File: src/rtl/xlat_pkg.sv
// Shared definitions for the translation cache.
// Assumes: nothing beyond standard SystemVerilog.
package xlat_pkg;

    // Access right stored with every translation.
    typedef enum logic {
        ACC_RO = 1'b0,
        ACC_RW = 1'b1
    } acc_e;

    // Default geometry shared by the top and its helpers.
    localparam int unsigned XL_ENTRIES = 16;
    localparam int unsigned XL_VPN_W   = 20;
    localparam int unsigned XL_PPN_W   = 20;
    localparam int unsigned XL_ASID_W  = 8;

endpackage

File: src/rtl/xlat_match.sv
// Parallel tag compare: one comparator per entry on page number and
// address-space identifier, gated by the entry's valid bit.
// Assumes: caller keeps at most one valid entry per (page, identifier).
module xlat_match #(
    parameter int unsigned N      = 16,
    parameter int unsigned VPN_W  = 20,
    parameter int unsigned ASID_W = 8
) (
    input  logic [N-1:0]             ent_valid,
    input  logic [N-1:0][VPN_W-1:0]  ent_vpn,
    input  logic [N-1:0][ASID_W-1:0] ent_asid,
    input  logic [VPN_W-1:0]         key_vpn,
    input  logic [ASID_W-1:0]        key_asid,
    output logic [N-1:0]             hit_vec
);

    // One comparator per entry, all evaluated at once.
    for (genvar g = 0; g < N; g++) begin : g_cmp
        assign hit_vec[g] = ent_valid[g]
                         && (ent_vpn[g]  == key_vpn)
                         && (ent_asid[g] == key_asid);
    end

endmodule

File: src/rtl/xlat_enc.sv
// Priority encoder: returns the lowest set bit of a request vector and
// whether any bit is set.
// Assumes: N is at least 2.
module xlat_enc #(
    parameter int unsigned N = 16,
    localparam int unsigned IDX_W = $clog2(N)
) (
    input  logic [N-1:0]     req,
    output logic             any,
    output logic [IDX_W-1:0] idx
);

    // Scan from the top so the lowest set bit is the last assignment.
    always_comb begin
        idx = '0;
        for (int i = N - 1; i >= 0; i--) begin
            if (req[i]) idx = IDX_W'(i);
        end
        any = |req;
    end

endmodule

File: src/rtl/xlat_plru.sv
// Tree pseudo-LRU replacement state. Node k (heap numbering from 1) is
// held in bit k-1. A 0 bit selects the lower half, a 1 the upper.
// Touching a slot makes every node on its path point to the other half.
// Two touches per cycle are applied in order a then b.
// Assumes: N is a power of two and at least 4.
module xlat_plru #(
    parameter int unsigned N = 16,
    localparam int unsigned IDX_W = $clog2(N)
) (
    input  logic             clk,
    input  logic             rst_n,
    input  logic             touch_a,
    input  logic [IDX_W-1:0] touch_a_idx,
    input  logic             touch_b,
    input  logic [IDX_W-1:0] touch_b_idx,
    output logic [IDX_W-1:0] victim_idx
);

    logic [N-2:0] tree_q;
    logic [N-2:0] tree_d;

    // Mark one slot as most recently used along its root-to-leaf path.
    function automatic logic [N-2:0] touch_path(input logic [N-2:0] t,
                                                input logic [IDX_W-1:0] slot);
        logic [N-2:0]     r;
        logic [IDX_W:0]   node;
        logic [IDX_W-1:0] rem;
        logic             dir;
        r    = t;
        node = (IDX_W+1)'(1);
        rem  = slot;
        for (int lvl = 0; lvl < IDX_W; lvl++) begin
            dir = rem[IDX_W-1];
            r[IDX_W'(node - 1'b1)] = ~dir;
            node = {node[IDX_W-1:0], dir};
            rem  = rem << 1;
        end
        return r;
    endfunction

    // Next tree state from the two touch requests.
    always_comb begin
        tree_d = tree_q;
        if (touch_a) tree_d = touch_path(tree_d, touch_a_idx);
        if (touch_b) tree_d = touch_path(tree_d, touch_b_idx);
    end

    // Follow the pointers from the root to pick the victim slot.
    always_comb begin
        logic [IDX_W:0] node;
        node = (IDX_W+1)'(1);
        for (int lvl = 0; lvl < IDX_W; lvl++) begin
            node = {node[IDX_W-1:0], tree_q[IDX_W'(node - 1'b1)]};
        end
        victim_idx = node[IDX_W-1:0];
    end

    // Replacement state register.
    always_ff @(posedge clk) begin
        if (!rst_n) tree_q <= '0;
        else        tree_q <= tree_d;
    end

endmodule

File: src/rtl/xlat_cache.sv
// Fully associative translation cache tagged by address-space identifier.
// Lookup: compared against every entry at once, response registered one
// cycle later. Usage bits in the response are the values before the access.
// Fill: overwrite matching entry, else lowest invalid slot, else tree-PLRU
// victim. Update priority per entry: global invalidate, single invalidate,
// fill, then usage-bit update from a lookup hit.
// Assumes: at most one request of each kind per cycle; a fill in the same
// cycle as a global invalidation is dropped.
module xlat_cache
    import xlat_pkg::*;
#(
    parameter int unsigned ENTRIES = XL_ENTRIES,
    parameter int unsigned VPN_W   = XL_VPN_W,
    parameter int unsigned PPN_W   = XL_PPN_W,
    parameter int unsigned ASID_W  = XL_ASID_W,
    localparam int unsigned IDX_W  = $clog2(ENTRIES)
) (
    input  logic              clk,
    input  logic              rst_n,
    input  logic [ASID_W-1:0] cur_asid,
    input  logic              lk_valid,
    input  logic [VPN_W-1:0]  lk_vpn,
    input  logic              lk_write,
    output logic              rsp_valid,
    output logic              rsp_hit,
    output logic [PPN_W-1:0]  rsp_ppn,
    output logic              rsp_rw,
    output logic              rsp_ref,
    output logic              rsp_dirty,
    output logic              rsp_fault,
    input  logic              fill_valid,
    input  logic [VPN_W-1:0]  fill_vpn,
    input  logic [PPN_W-1:0]  fill_ppn,
    input  logic [ASID_W-1:0] fill_asid,
    input  logic              fill_rw,
    input  logic              inv_one,
    input  logic [VPN_W-1:0]  inv_vpn,
    input  logic [ASID_W-1:0] inv_asid,
    input  logic              inv_all
);

    // Entry storage.
    logic [ENTRIES-1:0]             e_valid;
    logic [ENTRIES-1:0][VPN_W-1:0]  e_vpn;
    logic [ENTRIES-1:0][PPN_W-1:0]  e_ppn;
    logic [ENTRIES-1:0][ASID_W-1:0] e_asid;
    logic [ENTRIES-1:0]             e_rw;
    logic [ENTRIES-1:0]             e_ref;
    logic [ENTRIES-1:0]             e_dirty;

    // Compare results.
    logic [ENTRIES-1:0] lk_hit_vec;
    logic [ENTRIES-1:0] fill_hit_vec;
    logic [ENTRIES-1:0] inv_hit_vec;
    logic               lk_any;
    logic [IDX_W-1:0]   lk_idx;
    logic               fill_any;
    logic [IDX_W-1:0]   fill_hit_idx;
    logic               free_any;
    logic [IDX_W-1:0]   free_idx;
    logic [IDX_W-1:0]   victim_idx;
    logic [IDX_W-1:0]   fill_idx;
    logic               fill_go;
    logic               lk_hit_go;

    xlat_match #(.N(ENTRIES), .VPN_W(VPN_W), .ASID_W(ASID_W)) u_lk_match (
        .ent_valid (e_valid),
        .ent_vpn   (e_vpn),
        .ent_asid  (e_asid),
        .key_vpn   (lk_vpn),
        .key_asid  (cur_asid),
        .hit_vec   (lk_hit_vec)
    );

    xlat_match #(.N(ENTRIES), .VPN_W(VPN_W), .ASID_W(ASID_W)) u_fill_match (
        .ent_valid (e_valid),
        .ent_vpn   (e_vpn),
        .ent_asid  (e_asid),
        .key_vpn   (fill_vpn),
        .key_asid  (fill_asid),
        .hit_vec   (fill_hit_vec)
    );

    xlat_match #(.N(ENTRIES), .VPN_W(VPN_W), .ASID_W(ASID_W)) u_inv_match (
        .ent_valid (e_valid),
        .ent_vpn   (e_vpn),
        .ent_asid  (e_asid),
        .key_vpn   (inv_vpn),
        .key_asid  (inv_asid),
        .hit_vec   (inv_hit_vec)
    );

    xlat_enc #(.N(ENTRIES)) u_lk_enc (
        .req (lk_hit_vec),
        .any (lk_any),
        .idx (lk_idx)
    );

    xlat_enc #(.N(ENTRIES)) u_fill_enc (
        .req (fill_hit_vec),
        .any (fill_any),
        .idx (fill_hit_idx)
    );

    xlat_enc #(.N(ENTRIES)) u_free_enc (
        .req (~e_valid),
        .any (free_any),
        .idx (free_idx)
    );

    // Request qualifiers.
    assign fill_go   = fill_valid && !inv_all;
    assign lk_hit_go = lk_valid && lk_any;

    // Slot choice: overwrite a duplicate, else a free slot, else the victim.
    always_comb begin
        if (fill_any)      fill_idx = fill_hit_idx;
        else if (free_any) fill_idx = free_idx;
        else               fill_idx = victim_idx;
    end

    xlat_plru #(.N(ENTRIES)) u_plru (
        .clk         (clk),
        .rst_n       (rst_n),
        .touch_a     (lk_hit_go),
        .touch_a_idx (lk_idx),
        .touch_b     (fill_go),
        .touch_b_idx (fill_idx),
        .victim_idx  (victim_idx)
    );

    // Per-entry state update in priority order.
    for (genvar g = 0; g < ENTRIES; g++) begin : g_ent
        logic fill_here;
        assign fill_here = fill_go && (fill_idx == IDX_W'(g));

        always_ff @(posedge clk) begin
            if (!rst_n) begin
                e_valid[g] <= 1'b0;
                e_vpn[g]   <= '0;
                e_ppn[g]   <= '0;
                e_asid[g]  <= '0;
                e_rw[g]    <= 1'b0;
                e_ref[g]   <= 1'b0;
                e_dirty[g] <= 1'b0;
            end else if (inv_all) begin
                e_valid[g] <= 1'b0;
            end else if (inv_one && inv_hit_vec[g]) begin
                e_valid[g] <= 1'b0;
            end else if (fill_here) begin
                e_valid[g] <= 1'b1;
                e_vpn[g]   <= fill_vpn;
                e_ppn[g]   <= fill_ppn;
                e_asid[g]  <= fill_asid;
                e_rw[g]    <= fill_rw;
                e_ref[g]   <= 1'b0;
                e_dirty[g] <= 1'b0;
            end else if (lk_valid && lk_hit_vec[g]) begin
                e_ref[g] <= 1'b1;
                if (lk_write && (e_rw[g] == ACC_RW)) e_dirty[g] <= 1'b1;
            end
        end
    end

    // Registered lookup response; all fields zero on a miss.
    always_ff @(posedge clk) begin
        if (!rst_n) begin
            rsp_valid <= 1'b0;
            rsp_hit   <= 1'b0;
            rsp_ppn   <= '0;
            rsp_rw    <= 1'b0;
            rsp_ref   <= 1'b0;
            rsp_dirty <= 1'b0;
            rsp_fault <= 1'b0;
        end else begin
            rsp_valid <= lk_valid;
            if (lk_hit_go) begin
                rsp_hit   <= 1'b1;
                rsp_ppn   <= e_ppn[lk_idx];
                rsp_rw    <= e_rw[lk_idx];
                rsp_ref   <= e_ref[lk_idx];
                rsp_dirty <= e_dirty[lk_idx];
                rsp_fault <= lk_write && (e_rw[lk_idx] == ACC_RO);
            end else begin
                rsp_hit   <= 1'b0;
                rsp_ppn   <= '0;
                rsp_rw    <= 1'b0;
                rsp_ref   <= 1'b0;
                rsp_dirty <= 1'b0;
                rsp_fault <= 1'b0;
            end
        end
    end

endmodule

File: config.mk
export PLATFORM = sky130hd
export DESIGN_NAME = xlat_cache
export DESIGN_NICKNAME = d
export VERILOG_FILES = /design/src/rtl/xlat_pkg.sv /design/src/rtl/xlat_match.sv /design/src/rtl/xlat_enc.sv /design/src/rtl/xlat_plru.sv /design/src/rtl/xlat_cache.sv
export SDC_FILE = /design/constraint.sdc
export NUM_CORES = 2
export LEC_CHECK = 0
export ABC_AREA = 1
export BUFFER_PORTS_ARGS = -buffer_cell sky130_fd_sc_hd__buf_2
export CAP_MARGIN = 20
export CORE_UTILIZATION = 45
export DETAILED_ROUTE_END_ITERATION = 12
export PLACE_DENSITY = 0.73
export SKIP_CTS_REPAIR_TIMING = 1
export SLEW_MARGIN = 0
export SYNTH_ARGS = -nofsm -noshare
export SYNTH_HDL_FRONTEND = slang
export SYNTH_HIERARCHICAL = 1
export SYNTH_SLANG_ARGS = --single-unit
File: constraint.sdc
create_clock -name clk -period 3.6 [get_ports clk]
set_input_delay 0.36 -clock clk [delete_from_list [all_inputs] [get_ports clk]]
set_output_delay 0.36 -clock clk [all_outputs]
set_load 0.02 [all_outputs]
==> results of run 1 <==
[kinds of logic after synthesis]
family | after synthesis | synth area share (%)
DFF | 873 | 27.9
xor gates and xnor gates | 70 | 0.979
adders and majority gates | 14 | 0.280
buffers and inverters | 2477 | 16.6
AOI/OAI and AO/OA | 1889 | 15.6
and+or+nand+nor | 6045 | 38.6
[layer usage]
| metal | overflow | GRT usage [%] |
|---|---|---|
| met5 | 2 | 28.4 |
| met4 | 34 | 71.3 |
| met3 | 6 | 61.4 |
| met2 | 29 | 89.3 |
| met1 | 6 | 81.6 |
[through the flow]
step | TNS (ps) | setup slack (ps) | hold slack (ps) | std cells | cell area [µm²]
CTS | -647130 | -985 | -72.8 | 14400 | 80800
floorplan | 0 | 73.9 | 420 | 11400 | 62600
detailed placement | -771010 | -1210 | 434 | 14200 | 77100
global placement | -747310 | -1190 | 429 | 14200 | 77100
==> reports/summary.txt, run 1 <==
Post-synth EDFFs - 0
CTS buffer count - 106
Synth Net Count - 11500
Post-Synthesis Cells - 11400
GRT Total Usage - 76.6%
Die X - 375 µm
Stop err - [ERROR GRT-0232] Routing congestion too high. Check the congestion heatmap in the GUI.
Die Span Y - 375 µm
Top cells by area, synth - dfxtp_1 28%, nand2_1 26%, inv_1 10%
Clk root buf - clkbuf_16
Clock Sinks - 873
Worst End Pin Type - register data pin
Starting density of the core - 45.4%
Cell area after synthesis - 62600 µm²
#FFs+latches synth - 873
Stopped at - global routing
Commonest cells post-synth - 4345 x nand2_1, 1671 x inv_1, 1044 x nor2_1, 936 x a21oi_1, 873 x dfxtp_1
Seq/Total Area, Yosys - 27.9%
Placer congestion estimate - 1.15
Initial antenna violation count - 79
Gr ovfl total - 77
Status - aborted with a tool error
IO Pins - 138
Post-GRT worst EP - e_ppn[33]$_SDFFE_PN0P_/D
Yosys top cell by area - dfxtp_1
Main synth FF type - dfxtp_1
Clock tree buffer depth - 3
Async SR Flop Fraction - 0%
Detailed placer's ending HPWL - 308000 µm
H-tree Lvls - 3
# rows - 136
Share of the synthesized area in the top cell type - 27.9%
Pin count of the biggest net entering global routing - 152
Count of input and output buffers - 137
Number of distinct library cells after synthesis - 44
Top-count cell post-synth - nand2_1
Number of synthesis warnings - 6
Syn Area/Cell - 5.51 µm²
==> run 2, diff against run 1 <==
CORE_UTILIZATION = 30   (was 45)
PLACE_DENSITY = not set   (was 0.73)
PLACE_DENSITY_LB_ADDON = 0.15   (was not set)
clock period = 4.7 ns   (was 3.6 ns; I/O delays follow)
==> run 2 against run 1 <==
  * The run now ends clean
  * Area after synthesis unchanged
  * Synthesized cell count unchanged
==> reports/summary.txt, run 2 <==
Status - finished clean (was aborted with a tool error)
Leakage Power - 31.1 nW
Vias - 77400
Max Slew Vio Count - 0
Startpoint types - flop
RSZ-0062 raised after global routing - false
Internal power - 0.0136 W
CTS tree - yes
Hold Path Class - primary input to flop
Die Span Y - 459 µm (was 375 µm)
Final period utilization - 98.2%
Share of the synthesized area in the top cell type - 27.9% (unchanged)
Fin util - 36.3%
Sw power - 0.00646 W
Clk_skew - 52.3 ps
Gr ovfl total - 0
Top-count cell post-synth - nand2_1 (unchanged)
Sw Ratio - 32.2%
Critical Path RT - 5390 ps
FF+latch area - 17500 µm²
PD cells - 267 nW/µm²
Detailed placer's ending HPWL - 288000 µm (was 308000 µm)
Worst VDD drop - 0.332 mV
WL final - 406000 µm
Number of distinct library cells after synthesis - 44 (unchanged)
Post-synth EDFFs - 0 (unchanged)
Cell area after synthesis - 62600 µm² (unchanged)
Pin count of the biggest net entering global routing - 150
GRT Total Usage - 37.1%
Die X - 459 µm (was 375 µm)
Fmax - 217 MHz
Number of vias per cell - 5.30
Hold Slack - 54.2 ps
CP arrival - 5300 ps
Placed cell area - 71100 µm² (was 77100 µm²)
Register share of total power - 37.1%
Placer congestion estimate - 1.07 (was 1.15)
DRT iter0 DRCs - 11200
Worst reg2reg startpoint - e_vpn[219]
Count of input and output buffers - 137 (unchanged)
Main synth FF type - dfxtp_1 (unchanged)
Final Hold Fails - 0
Total of max-cap violations - 0
Filler cells - 22900
Post-Synthesis Cells - 11400 (unchanged)
CP startpoint - e_vpn[219]
Vias in the first global route - 68000
Finished Layout Cells - 14600
Fin crit period - 4620 ps
Yosys top cell by area - dfxtp_1 (unchanged)
Die area - 211000 µm²
CTS buffer count - 113 (was 106)
Multi-input logic area - 35000 µm²
CP Class - flop to flop
#FFs+latches synth - 873 (unchanged)
Max-Slew Margin vs Limit - 16.0%
Finished Cell Area - 75200 µm²
Placed cells - 14400 (was 14200)
Final setup viols - 0
Clock Sinks - 873 (unchanged)
Nature of the critical path endpoint - flop
Total Nets Final - 11800
P&R area growth vs syn - 20.1%
Syn Area/Cell - 5.51 µm² (unchanged)
Comb power frac - 15.5%
H-tree Lvls - 3 (unchanged)
Share of post-route cells with drive strength above 1 - 11.0%
Clk root buf - clkbuf_16 (unchanged)
Commonest cells post-synth - 4345 x nand2_1, 1671 x inv_1, 1044 x nor2_1, 936 x a21oi_1, 873 x dfxtp_1 (unchanged)
Synth Net Count - 11500 (unchanged)
IO Pins - 138 (unchanged)
Clock tree buffer depth - 3 (unchanged)
HP Start - fill_ppn[1]
# rows - 167 (was 136)
Seq/Total Area, Yosys - 27.9% (unchanged)
Starting density of the core - 30.2% (was 45.4%)
Worst skew pair latency - 840 ps
Worst-Margin Slew - 1260 ps
Drt pass-1 iters - 7
Global-route wire length before repair - 551000 µm
Top cells by area, synth - dfxtp_1 28%, nand2_1 26%, inv_1 10% (unchanged)
Async SR Flop Fraction - 0% (unchanged)
Detail Route Antenna Nets - 0
Clock transition at the registers of the reported paths - 60 ps
Number of synthesis warnings - 6 (unchanged)
DRC - 0
Commonest non-fill, non-tap cell in the layout - nand2_1
Peak fanout along the critical path - 14
Routed len/inst - 27.8 µm
Most frequent cells in the layout - 4345 x nand2_1, 1669 x inv_1, 1035 x nor2_1, 936 x a21oi_1, 871 x dfxtp_1
Core ar. - 207000 µm²
Largest registers - e_ppn (320), e_vpn (320), e_asid (128)
Clock Power Share - 47.4%
Initial antenna violation count - 35
## run 2: cell counts after synthesis
No cell type changed its count.
## run 2: final timing paths
path / endpoint / slack (ps) / cells past startpoint
min reg2reg: e_dirty[3] / 440 / 2
max: e_vpn[278] / 80 / 25
max reg2reg: e_vpn[278] / 80 / 25
min: e_ppn[41] / 50 / 3
## run 2: layout make-up
| class | count | area share, % |
|---|---|---|
| inverters | 1774 | 8.87 |
| clock buffers | 157 | 4.34 |
| clock inverters | 53 | 0.940 |
| diodes | 13 | 0.0433 |
| flip-flops and latches | 873 | 23.2 |
| repair buffers | 927 | 11.4 |
| multi-input cells | 8018 | 46.5 |
| well taps | 2788 | 4.64 |
## run 2: critical path: stages (launching register included)
cell	delay, ps
dfxtp_1	620
nand2_1	210
nand2_1	110
nor2_1	40
nand2_1	50
nor2_1	70
buf_4	170
nand2_1	60
nor2_1	50
inv_2	90
buf_4	120
nand4_1	110
nor4_1	570
buf_4	240
nand2_1	180
inv_2	150
buf_12	130
or2_1	120
nand3_2	130
nor2_4	220
buf_4	220
nand3_4	90
buf_12	170
buf_16	180
o21ai_0	220
a21oi_1	70
## run 2: layer usage
| metal | global-route usage (%) | share of wire, % |
|---|---|---|
| met4 | 27.0 | 8.8 |
| met3 | 8.24 | 11 |
| met5 | 0.230 | 0.072 |
| met1 | 46.3 | 39 |
| met2 | 56.2 | 42 |
## run 2: metrics by stage
| stage | setup WS, ps | power (W) | setup TNS [ps] |
|---|---|---|---|
| after floorplan | 1090 | 0.00890 | 0 |
| after global placement | -317 | 0.0106 | -120930 |
| after detailed placement | -374 | 0.0106 | -146410 |
| after CTS | 16.4 | 0.0200 | 0 |
| after global routing | 10.8 | 0.0205 | 0 |
| final | 83.7 | 0.0201 | 0 |
## run 2: power by group through the flow
stage	logic (W)	clock network, W	registers (W)
after floorplan	0.00130	0	0.00760
after global placement	0.00294	0	0.00761
after detailed placement	0.00294	0	0.00761
after CTS	0.00295	0.00959	0.00744
after global routing	0.00312	0.00992	0.00744
final	0.00312	0.00951	0.00745
## run 2: kinds of logic after synthesis
family                   after synthesis  synth area share [%]
flip-flops                           873                  27.9
XOR/XNOR                              70                 0.979
AO/OA/AOI/OAI                       1889                  15.6
AND/OR/NAND/NOR                     6045                  38.6
adder cells (fa/ha/maj)               14                 0.280
buffers and inverters               2477                  16.6
Note: power is estimated with default switching activity, not from simulation.
